`config.mk`:
```
export PLATFORM = sky130hd
export DESIGN_NAME = cnc_ctrl
export DESIGN_NICKNAME = d
export VERILOG_FILES = /design/src/rtl/cnc_pkg.sv /design/src/rtl/cnc_coh_test.sv /design/src/rtl/cnc_fill_calc.sv /design/src/rtl/cnc_ctrl.sv
export SDC_FILE = /design/constraint.sdc
export NUM_CORES = 2
export LEC_CHECK = 0
export BUFFER_PORTS_ARGS = -buffer_cell sky130_fd_sc_hd__buf_2
export CAP_MARGIN = 10
export CORE_MARGIN = 4
export CORE_UTILIZATION = 58
export CTS_BUF_LIST = sky130_fd_sc_hd__clkbuf_16
export DETAILED_ROUTE_END_ITERATION = 12
export GPL_TIMING_DRIVEN = 0
export PLACE_DENSITY = 0.8
export SYNTH_ARGS = -nofsm -noshare
export SYNTH_HDL_FRONTEND = slang
export SYNTH_SLANG_ARGS = --single-unit
```
`constraint.sdc`:
```
create_clock -name clk -period 12.6 [get_ports clk]
set_input_delay 0.63 -clock clk [delete_from_list [all_inputs] [get_ports clk]]
set_output_delay 0.63 -clock clk [all_outputs]
set_load 0.02 [all_outputs]
```
`src/rtl/cnc_pkg.sv`:
```
`timescale 1ns/1ps
package cnc_pkg;
    typedef enum logic [1:0] {
        ST_IDLE = 2'd0,
        ST_SCAN = 2'd1,
        ST_RESP = 2'd2
    } cnc_state_e;
endpackage

```
`src/rtl/cnc_coh_test.sv`:
```
`timescale 1ns/1ps
module cnc_coh_test #(
    parameter int COORD_W = 10,
    parameter int DIST_W  = 12
) (
    input  logic                 radius_mode_i,
    input  logic                 entry_vld_i,
    input  logic [3*COORD_W-1:0] q_new_i,
    input  logic [3*COORD_W-1:0] q_old_i,
    input  logic [DIST_W-1:0]    thr_i,
    input  logic [DIST_W-1:0]    rad_i,
    output logic                 hit_o
);
    localparam int SQ_W  = 2 * (COORD_W + 1);
    localparam int SUM_W = SQ_W + 2;
    localparam int TH_W  = 2 * DIST_W;
    localparam int CMP_W = (SUM_W > TH_W) ? SUM_W : TH_W;

    logic [2:0][SQ_W-1:0] sq_arr;

    for (genvar ax = 0; ax < 3; ax++) begin : g_axis
        logic signed [COORD_W:0]   dx;
        logic signed [SQ_W-1:0]    sq;
        assign dx = $signed(q_new_i[ax*COORD_W +: COORD_W]) - $signed(q_old_i[ax*COORD_W +: COORD_W]);
        assign sq = dx * dx;
        assign sq_arr[ax] = $unsigned(sq);
    end

    logic [SUM_W-1:0]  sum_sq;
    logic [DIST_W:0]   margin;
    logic [TH_W-1:0]   margin_sq;
    logic              margin_pos;

    always_comb begin
        sum_sq = SUM_W'(sq_arr[0]) + SUM_W'(sq_arr[1]) + SUM_W'(sq_arr[2]);
        margin = radius_mode_i ? ({1'b0, thr_i} - {1'b0, rad_i}) : {1'b0, thr_i};
        margin_pos = !margin[DIST_W] && (margin != '0);
        margin_sq = TH_W'(margin[DIST_W-1:0]) * TH_W'(margin[DIST_W-1:0]);
        hit_o = entry_vld_i && margin_pos && (CMP_W'(sum_sq) < CMP_W'(margin_sq));
    end
endmodule

```
`src/rtl/cnc_fill_calc.sv`:
```
`timescale 1ns/1ps
module cnc_fill_calc #(
    parameter int K_NBR  = 4,
    parameter int DIST_W = 12,
    parameter int PTR_W  = 8,
    localparam int CNT_W = $clog2(K_NBR + 1)
) (
    input  logic                     radius_mode_i,
    input  logic [DIST_W-1:0]        dk_i,
    input  logic [DIST_W-1:0]        dk1_i,
    input  logic [K_NBR*PTR_W-1:0]   ptr_i,
    input  logic [K_NBR-1:0]         empty_i,
    output logic [DIST_W-1:0]        thr_o,
    output logic [K_NBR*PTR_W-1:0]   nbr_o,
    output logic [CNT_W-1:0]         cnt_o
);
    for (genvar s = 0; s < K_NBR; s++) begin : g_slot
        assign nbr_o[s*PTR_W +: PTR_W] = (radius_mode_i && empty_i[s]) ? '0 : ptr_i[s*PTR_W +: PTR_W];
    end

    logic [DIST_W-1:0] gap;

    always_comb begin
        gap = (dk1_i >= dk_i) ? (dk1_i - dk_i) : '0;
        thr_o = radius_mode_i ? dk1_i : (gap >> 1);
        cnt_o = CNT_W'(K_NBR);
        if (radius_mode_i) begin
            cnt_o = '0;
            for (int s = 0; s < K_NBR; s++) begin
                if (!empty_i[s]) cnt_o = cnt_o + 1'b1;
            end
        end
    end
endmodule

```
`src/rtl/cnc_ctrl.sv`:
```
`timescale 1ns/1ps
module cnc_ctrl
    import cnc_pkg::*;
#(
    parameter int N_ENTRY  = 8,
    parameter int K_NBR    = 4,
    parameter int COORD_W  = 10,
    parameter int DIST_W   = 12,
    parameter int PTR_W    = 8,
    parameter int ALPHA_SH = 1,
    localparam int IDX_W   = $clog2(N_ENTRY),
    localparam int CNT_W   = $clog2(K_NBR + 1),
    localparam int POS_W   = 3 * COORD_W,
    localparam int NBR_W   = K_NBR * PTR_W
) (
    input  logic              clk,
    input  logic              rst_n,
    input  logic              radius_mode_i,
    input  logic              req_valid_i,
    output logic              req_ready_o,
    input  logic [POS_W-1:0]  req_pos_i,
    input  logic [DIST_W-1:0] req_rad_i,
    output logic              hit_o,
    output logic [IDX_W-1:0]  hit_idx_o,
    output logic [NBR_W-1:0]  hit_nbr_o,
    output logic [CNT_W-1:0]  hit_cnt_o,
    output logic              miss_o,
    output logic [POS_W-1:0]  miss_pos_o,
    output logic [DIST_W-1:0] miss_rad_o,
    input  logic              fill_valid_i,
    input  logic [POS_W-1:0]  fill_pos_i,
    input  logic [DIST_W-1:0] fill_dk_i,
    input  logic [DIST_W-1:0] fill_dk1_i,
    input  logic [NBR_W-1:0]  fill_ptr_i,
    input  logic [K_NBR-1:0]  fill_empty_i
);
    typedef logic [N_ENTRY-1:0][IDX_W-1:0] rank_t;

    typedef struct packed {
        cnc_state_e                      st;
        logic [IDX_W-1:0]                scan;
        logic                            found;
        logic [IDX_W-1:0]                best;
        logic [POS_W-1:0]                qpos;
        logic [DIST_W-1:0]               qrad;
        logic [N_ENTRY-1:0]              vld;
        rank_t                           rank;
        logic [N_ENTRY-1:0][POS_W-1:0]   epos;
        logic [N_ENTRY-1:0][DIST_W-1:0]  ethr;
        logic [N_ENTRY-1:0][NBR_W-1:0]   enbr;
        logic [N_ENTRY-1:0][CNT_W-1:0]   ecnt;
        logic                            wr_pend;
        logic [IDX_W-1:0]                wr_idx;
        logic [POS_W-1:0]                wr_pos;
        logic [DIST_W-1:0]               wr_thr;
        logic [NBR_W-1:0]                wr_nbr;
        logic [CNT_W-1:0]                wr_cnt;
    } cnc_reg_t;

    // Move entry e to the most recent rank; younger entries age by one.
    function automatic rank_t touch(rank_t r, logic [IDX_W-1:0] e);
        rank_t o;
        o = r;
        for (int f = 0; f < N_ENTRY; f++) begin
            if (r[f] < r[e]) o[f] = r[f] + 1'b1;
        end
        o[e] = '0;
        return o;
    endfunction

    cnc_reg_t          r_q, r_d;
    logic              chk_hit;
    logic [DIST_W-1:0] fc_thr;
    logic [NBR_W-1:0]  fc_nbr;
    logic [CNT_W-1:0]  fc_cnt;
    logic [IDX_W-1:0]  victim;
    logic [DIST_W:0]   grow;

    cnc_fill_calc #(.K_NBR(K_NBR), .DIST_W(DIST_W), .PTR_W(PTR_W)) u_fill (
        .radius_mode_i (radius_mode_i),
        .dk_i          (fill_dk_i),
        .dk1_i         (fill_dk1_i),
        .ptr_i         (fill_ptr_i),
        .empty_i       (fill_empty_i),
        .thr_o         (fc_thr),
        .nbr_o         (fc_nbr),
        .cnt_o         (fc_cnt)
    );

    cnc_coh_test #(.COORD_W(COORD_W), .DIST_W(DIST_W)) u_coh (
        .radius_mode_i (radius_mode_i),
        .entry_vld_i   (r_q.vld[r_q.scan]),
        .q_new_i       (r_q.qpos),
        .q_old_i       (r_q.epos[r_q.scan]),
        .thr_i         (r_q.ethr[r_q.scan]),
        .rad_i         (r_q.qrad),
        .hit_o         (chk_hit)
    );

    always_comb begin
        r_d = r_q;
        victim = '0;
        unique case (r_q.st)
            ST_IDLE: begin
                if (req_valid_i) begin
                    r_d.st    = ST_SCAN;
                    r_d.scan  = '0;
                    r_d.found = 1'b0;
                    r_d.qpos  = req_pos_i;
                    r_d.qrad  = req_rad_i;
                end
            end
            ST_SCAN: begin
                if (chk_hit && (!r_q.found || (r_q.rank[r_q.scan] < r_q.rank[r_q.best]))) begin
                    r_d.found = 1'b1;
                    r_d.best  = r_q.scan;
                end
                if (r_q.scan == IDX_W'(N_ENTRY - 1)) r_d.st = ST_RESP;
                else r_d.scan = r_q.scan + 1'b1;
            end
            ST_RESP: begin
                r_d.st = ST_IDLE;
                if (r_q.found) r_d.rank = touch(r_q.rank, r_q.best);
            end
            default: r_d.st = ST_IDLE;
        endcase

        // Second fill stage: commit the prepared entry.
        if (r_q.wr_pend) begin
            r_d.epos[r_q.wr_idx] = r_q.wr_pos;
            r_d.ethr[r_q.wr_idx] = r_q.wr_thr;
            r_d.enbr[r_q.wr_idx] = r_q.wr_nbr;
            r_d.ecnt[r_q.wr_idx] = r_q.wr_cnt;
            r_d.vld[r_q.wr_idx]  = 1'b1;
            r_d.wr_pend          = 1'b0;
        end

        // First fill stage: claim the oldest entry and hide it from lookup.
        if (fill_valid_i) begin
            for (int e = 0; e < N_ENTRY; e++) begin
                if (r_d.rank[e] == IDX_W'(N_ENTRY - 1)) victim = IDX_W'(e);
            end
            r_d.vld[victim] = 1'b0;
            r_d.rank        = touch(r_d.rank, victim);
            r_d.wr_pend     = 1'b1;
            r_d.wr_idx      = victim;
            r_d.wr_pos      = fill_pos_i;
            r_d.wr_thr      = fc_thr;
            r_d.wr_nbr      = fc_nbr;
            r_d.wr_cnt      = fc_cnt;
            if (r_d.found && (r_d.best == victim)) r_d.found = 1'b0;
        end
    end

    always_ff @(posedge clk or negedge rst_n) begin
        if (!rst_n) begin
            r_q <= '0;
            for (int e = 0; e < N_ENTRY; e++) r_q.rank[e] <= IDX_W'(e);
        end else begin
            r_q <= r_d;
        end
    end

    assign grow        = {1'b0, r_q.qrad} + (DIST_W + 1)'(r_q.qrad >> ALPHA_SH);
    assign req_ready_o = (r_q.st == ST_IDLE);
    assign hit_o       = (r_q.st == ST_RESP) && r_q.found;
    assign miss_o      = (r_q.st == ST_RESP) && !r_q.found;
    assign hit_idx_o   = r_q.best;
    assign hit_nbr_o   = r_q.enbr[r_q.best];
    assign hit_cnt_o   = r_q.ecnt[r_q.best];
    assign miss_pos_o  = r_q.qpos;
    assign miss_rad_o  = !radius_mode_i ? '1 : (grow[DIST_W] ? '1 : grow[DIST_W-1:0]);
endmodule

```
==> impl_metrics.xml <==
<?xml version="1.0" encoding="UTF-8"?>
<metrics>
  <group name="status">
    <metric name="outcome" unit="">complete, no violations</metric>
  </group>
  <group name="route">
    <metric name="drt_drc_violations_left" unit="">0</metric>
    <metric name="vias" unit="">43570</metric>
    <metric name="detail_route.iter0.violations" unit="">4168</metric>
    <metric name="ant_nets" unit="">0</metric>
    <metric name="detailedRoute.firstPassIterationCount" unit="">6</metric>
    <metric name="drt-total-wl" unit="um">166800</metric>
    <metric name="mean_number_of_vias_per_cell" unit="">6.259</metric>
    <metric name="detail_route.wl_per_cell" unit="um">23.96</metric>
  </group>
  <group name="clock_tree">
    <metric name="cts.htree.levels" unit="">3</metric>
    <metric name="tritoncts" unit="">yes</metric>
    <metric name="worst_setup_hold_path_clk_slew" unit="ps">60</metric>
    <metric name="cts_root_buffer" unit="">sky130_fd_sc_hd__clkbuf_16</metric>
    <metric name="max-clock-path-buffers" unit="">3</metric>
    <metric name="cts.sinks" unit="">780</metric>
    <metric name="tritoncts.num_buffers" unit="">82</metric>
    <metric name="clk-insertion-delay-late" unit="ps">710</metric>
  </group>
  <group name="synth">
    <metric name="synth_ff_type" unit="">sky130_fd_sc_hd__dfrtp_1</metric>
    <metric name="instance_count_of_the_mapped_netlist" unit="">5221</metric>
    <metric name="async_flop_share" unit="">1.000</metric>
    <metric name="synth_nets" unit="">6142</metric>
    <metric name="yosys-mux-area-fraction" unit="">0.1496</metric>
    <metric name="combinational_family_with_the_most_area_after_synthesis" unit="">adder cells</metric>
    <metric name="register_area_share_after_synthesis" unit="">0.3478</metric>
    <metric name="synth_cell_types" unit="">82</metric>
    <metric name="synth.ff_latch_count" unit="">780</metric>
    <metric name="area_fraction_in_and_or_nand_and_nor_cells_after_synthesis" unit="">0.08476</metric>
    <metric name="synthesis.area_per_instance" unit="sq um">10.76</metric>
    <metric name="syn_area" unit="sq um">56170</metric>
    <metric name="synthAdderAreaFrac" unit="">0.2273</metric>
    <metric name="synth_edf_count" unit="">0</metric>
    <metric name="fraction_of_the_mapped_netlist_area_in_compound_gates" unit="">0.1009</metric>
    <metric name="synth-warning-count" unit="">0</metric>
    <metric name="synth-xor-area-share" unit="">0.02869</metric>
  </group>
  <group name="layout">
    <metric name="layout.cells.most_common_list" unit="">766 x sky130_fd_sc_hd__dfrtp_1, 624 x sky130_fd_sc_hd__inv_1, 521 x sky130_fd_sc_hd__mux2_2</metric>
    <metric name="finish.net_count" unit="">6543</metric>
    <metric name="final_instance_area" unit="sq um">63770</metric>
    <metric name="leading_cell_type_in_the_layout_fill_and_taps_excluded" unit="">sky130_fd_sc_hd__dfrtp_1</metric>
    <metric name="synthToLayoutAreaGrowth" unit="%">13.52</metric>
    <metric name="drive_gt1_frac" unit="">0.2330</metric>
  </group>
  <group name="timing">
    <metric name="finalHoldViolCount" unit="">0</metric>
    <metric name="finClkSkew" unit="ps">62.20</metric>
    <metric name="tns" unit="ps">0</metric>
    <metric name="slew-limit-headroom" unit="">0.1258</metric>
    <metric name="slew_viol_final" unit="">0</metric>
    <metric name="layout_min_cycle_time" unit="ps">12550</metric>
    <metric name="timing.final.crit_share" unit="">0.9964</metric>
    <metric name="achievable-frequency" unit="MHz">79.65</metric>
    <metric name="setup-violations-final" unit="">0</metric>
    <metric name="worst-slew-pin-transition" unit="ps">1311</metric>
    <metric name="grt_setup_unrepaired" unit="">yes</metric>
  </group>
  <group name="flow_run">
    <metric name="max_cap_viol_count" unit="">0</metric>
  </group>
  <group name="floorplanning">
    <metric name="die_area" unit="sq um">101900</metric>
    <metric name="floorplan.core_area" unit="sq um">95580</metric>
    <metric name="design.portCount" unit="">220</metric>
    <metric name="start_util" unit="">0.5877</metric>
    <metric name="placementRows" unit="">113</metric>
    <metric name="die_width" unit="um">319.2</metric>
    <metric name="die_h" unit="um">319.2</metric>
  </group>
  <group name="placement">
    <metric name="dp.final_hpwl" unit="um">119000</metric>
    <metric name="dpl_cell_area" unit="sq um">59120</metric>
    <metric name="place.port_buffers" unit="">219</metric>
    <metric name="globalplace.congestion" unit="">0.9788</metric>
  </group>
  <group name="grt">
    <metric name="antenna_found_initial" unit="">9</metric>
    <metric name="grt_remaining_overflow" unit="">0</metric>
    <metric name="grt.total_usage" unit="">0.3197</metric>
    <metric name="first_global_vias" unit="">44950</metric>
    <metric name="largest_net_degree_at_the_start_of_global_routing" unit="">129</metric>
    <metric name="grt_pass1_wl" unit="um">254100</metric>
  </group>
  <group name="worst_hold_path">
    <metric name="worst_hold_startpoint" unit="">req_pos_i[0]</metric>
    <metric name="min_path_type" unit="">input port to flip-flop</metric>
    <metric name="timing.hold.worst_path_depth" unit="">3</metric>
  </group>
  <group name="worst_setup_path">
    <metric name="critPathLaunch" unit="">r_q[775]</metric>
    <metric name="rr_endpoint" unit="">r_q[774]</metric>
    <metric name="worstPathMaxFanout" unit="">8</metric>
    <metric name="start_kind" unit="">flip-flop</metric>
    <metric name="regToRegSetupSlack" unit="ps">50</metric>
    <metric name="reg2regPathDepth" unit="">55</metric>
    <metric name="worst_ep_arrival" unit="ps">13120</metric>
    <metric name="destination_of_the_critical_timing_path" unit="">r_q[774]</metric>
    <metric name="critPathCaptureType" unit="">flip-flop</metric>
    <metric name="critical-path-slowest-cell" unit="">sky130_fd_sc_hd__mux4_2</metric>
    <metric name="r2r-start" unit="">r_q[775]</metric>
    <metric name="critical-path-max-stage-delay" unit="ps">540</metric>
    <metric name="worstSetupPathType" unit="">flip-flop to flip-flop</metric>
    <metric name="crit_required" unit="ps">13170</metric>
  </group>
</metrics>
logic make-up (layout without fill, tap and decap cells):
family | Yosys count | count (layout)
XOR/XNOR | 184 | 184
AND/OR/NAND/NOR | 1044 | 1044
flip-flops | 780 | 780
buffers and inverters | 876 | 1346
AO/OA/AOI/OAI | 891 | 891
multiplexers | 662 | 662
adder cells (fa/ha/maj) | 784 | 784
other | 0 | 5
final cells by class:
cell class	instances	area (sq um)
Clock buffer	82	2052
Fill cell	6911	31810
Multi-Input combinational cell	3565	34170
Timing Repair Buffer	325	2147
Sequential cell	780	19540
Antenna cell	5	12.51
Buffer	237	1305
Tap cell	1265	1583
Inverter	631	2381
Clock inverter	71	585.6
worst max-delay path, delay by kind of cell (launching register included):
family,cells,cell delay [ps]
AO/OA/AOI/OAI,21,3890
XOR/XNOR,3,590
adder cells (fa/ha/maj),10,3900
buffers and inverters,8,980
flip-flops,1,390
multiplexers,3,1050
AND/OR/NAND/NOR,10,1660
sequential cells by signal (all words and copies together), names as in the netlist:
register,cells
r_q,747
hit_idx_o,3
miss_pos_o,30
stage by stage:
step | std cells | setup WS, ps | hold WS (ps) | utilization
after floorplan | 5221 | 15.03 | 334.4 | -
after global placement | 6705 | -5355 | 457.7 | 0.6161
after detailed placement | 6713 | -3143 | 467.6 | 0.6185
after CTS | 6900 | 6.061 | 111.2 | 0.6563
after global routing | 6959 | -339.6 | 130.8 | 0.6671
final | 6961 | 45.83 | 133.4 | 0.6672
worst min path at each step:
stage          slack (ps)             to
2_1_floorplan         330   hit_idx_o[0]
3_3_place_gp          460       r_q[432]
3_5_place_dp          470       r_q[440]
4_1_cts               110  miss_pos_o[0]
5_1_grt               130        r_q[80]
6_report              130  miss_pos_o[0]
what timing repair did:
action / in CTS / in global routing
endpoints found under the setup margin: 4 / 4
setup buffers: 41 / 54
hold buffers: 1 / 0
resized for setup: 161 / 152
endpoints found under the hold margin: 60 / 0
gates cloned: 0 / 1
pin swaps: 21 / 90
Yosys cell counts, types with 30 or more instances:
cell type | instances | area [sq um]
sky130_fd_sc_hd__a21o_1 | 45 | 337.8
sky130_fd_sc_hd__a21oi_1 | 147 | 735.7
sky130_fd_sc_hd__a22o_1 | 37 | 324.1
sky130_fd_sc_hd__a22oi_1 | 110 | 825.8
sky130_fd_sc_hd__and3_1 | 30 | 187.7
sky130_fd_sc_hd__buf_1 | 47 | 176.4
sky130_fd_sc_hd__buf_4 | 34 | 255.2
sky130_fd_sc_hd__clkbuf_1 | 155 | 581.8
sky130_fd_sc_hd__dfrtp_1 | 768 | 19220
sky130_fd_sc_hd__fa_1 | 394 | 7888
sky130_fd_sc_hd__ha_1 | 390 | 4880
sky130_fd_sc_hd__inv_1 | 627 | 2354
sky130_fd_sc_hd__mux2_2 | 522 | 5878
sky130_fd_sc_hd__mux2i_1 | 50 | 500.5
sky130_fd_sc_hd__mux4_2 | 86 | 1937
sky130_fd_sc_hd__nand2_1 | 391 | 1468
sky130_fd_sc_hd__nand3_1 | 103 | 515.5
sky130_fd_sc_hd__nor2_1 | 270 | 1013
sky130_fd_sc_hd__nor2b_1 | 31 | 193.9
sky130_fd_sc_hd__nor3_1 | 53 | 265.3
sky130_fd_sc_hd__o21ai_0 | 329 | 1647
sky130_fd_sc_hd__or2_2 | 30 | 187.7
sky130_fd_sc_hd__xnor2_1 | 140 | 1226
sky130_fd_sc_hd__xor2_1 | 44 | 385.4
per-layer routing:
metal,track usage,up-vias,share of wire
met4,0.1809,6,0.069
li1,-,18660,-
met1,0.3928,21900,0.36
met3,0.06487,681,0.089
met5,0,-,0.00054
met2,0.5301,2323,0.48
Power is not shown: default switching activity piles up to over one toggle a cycle in this logic, so the estimate is an artifact.
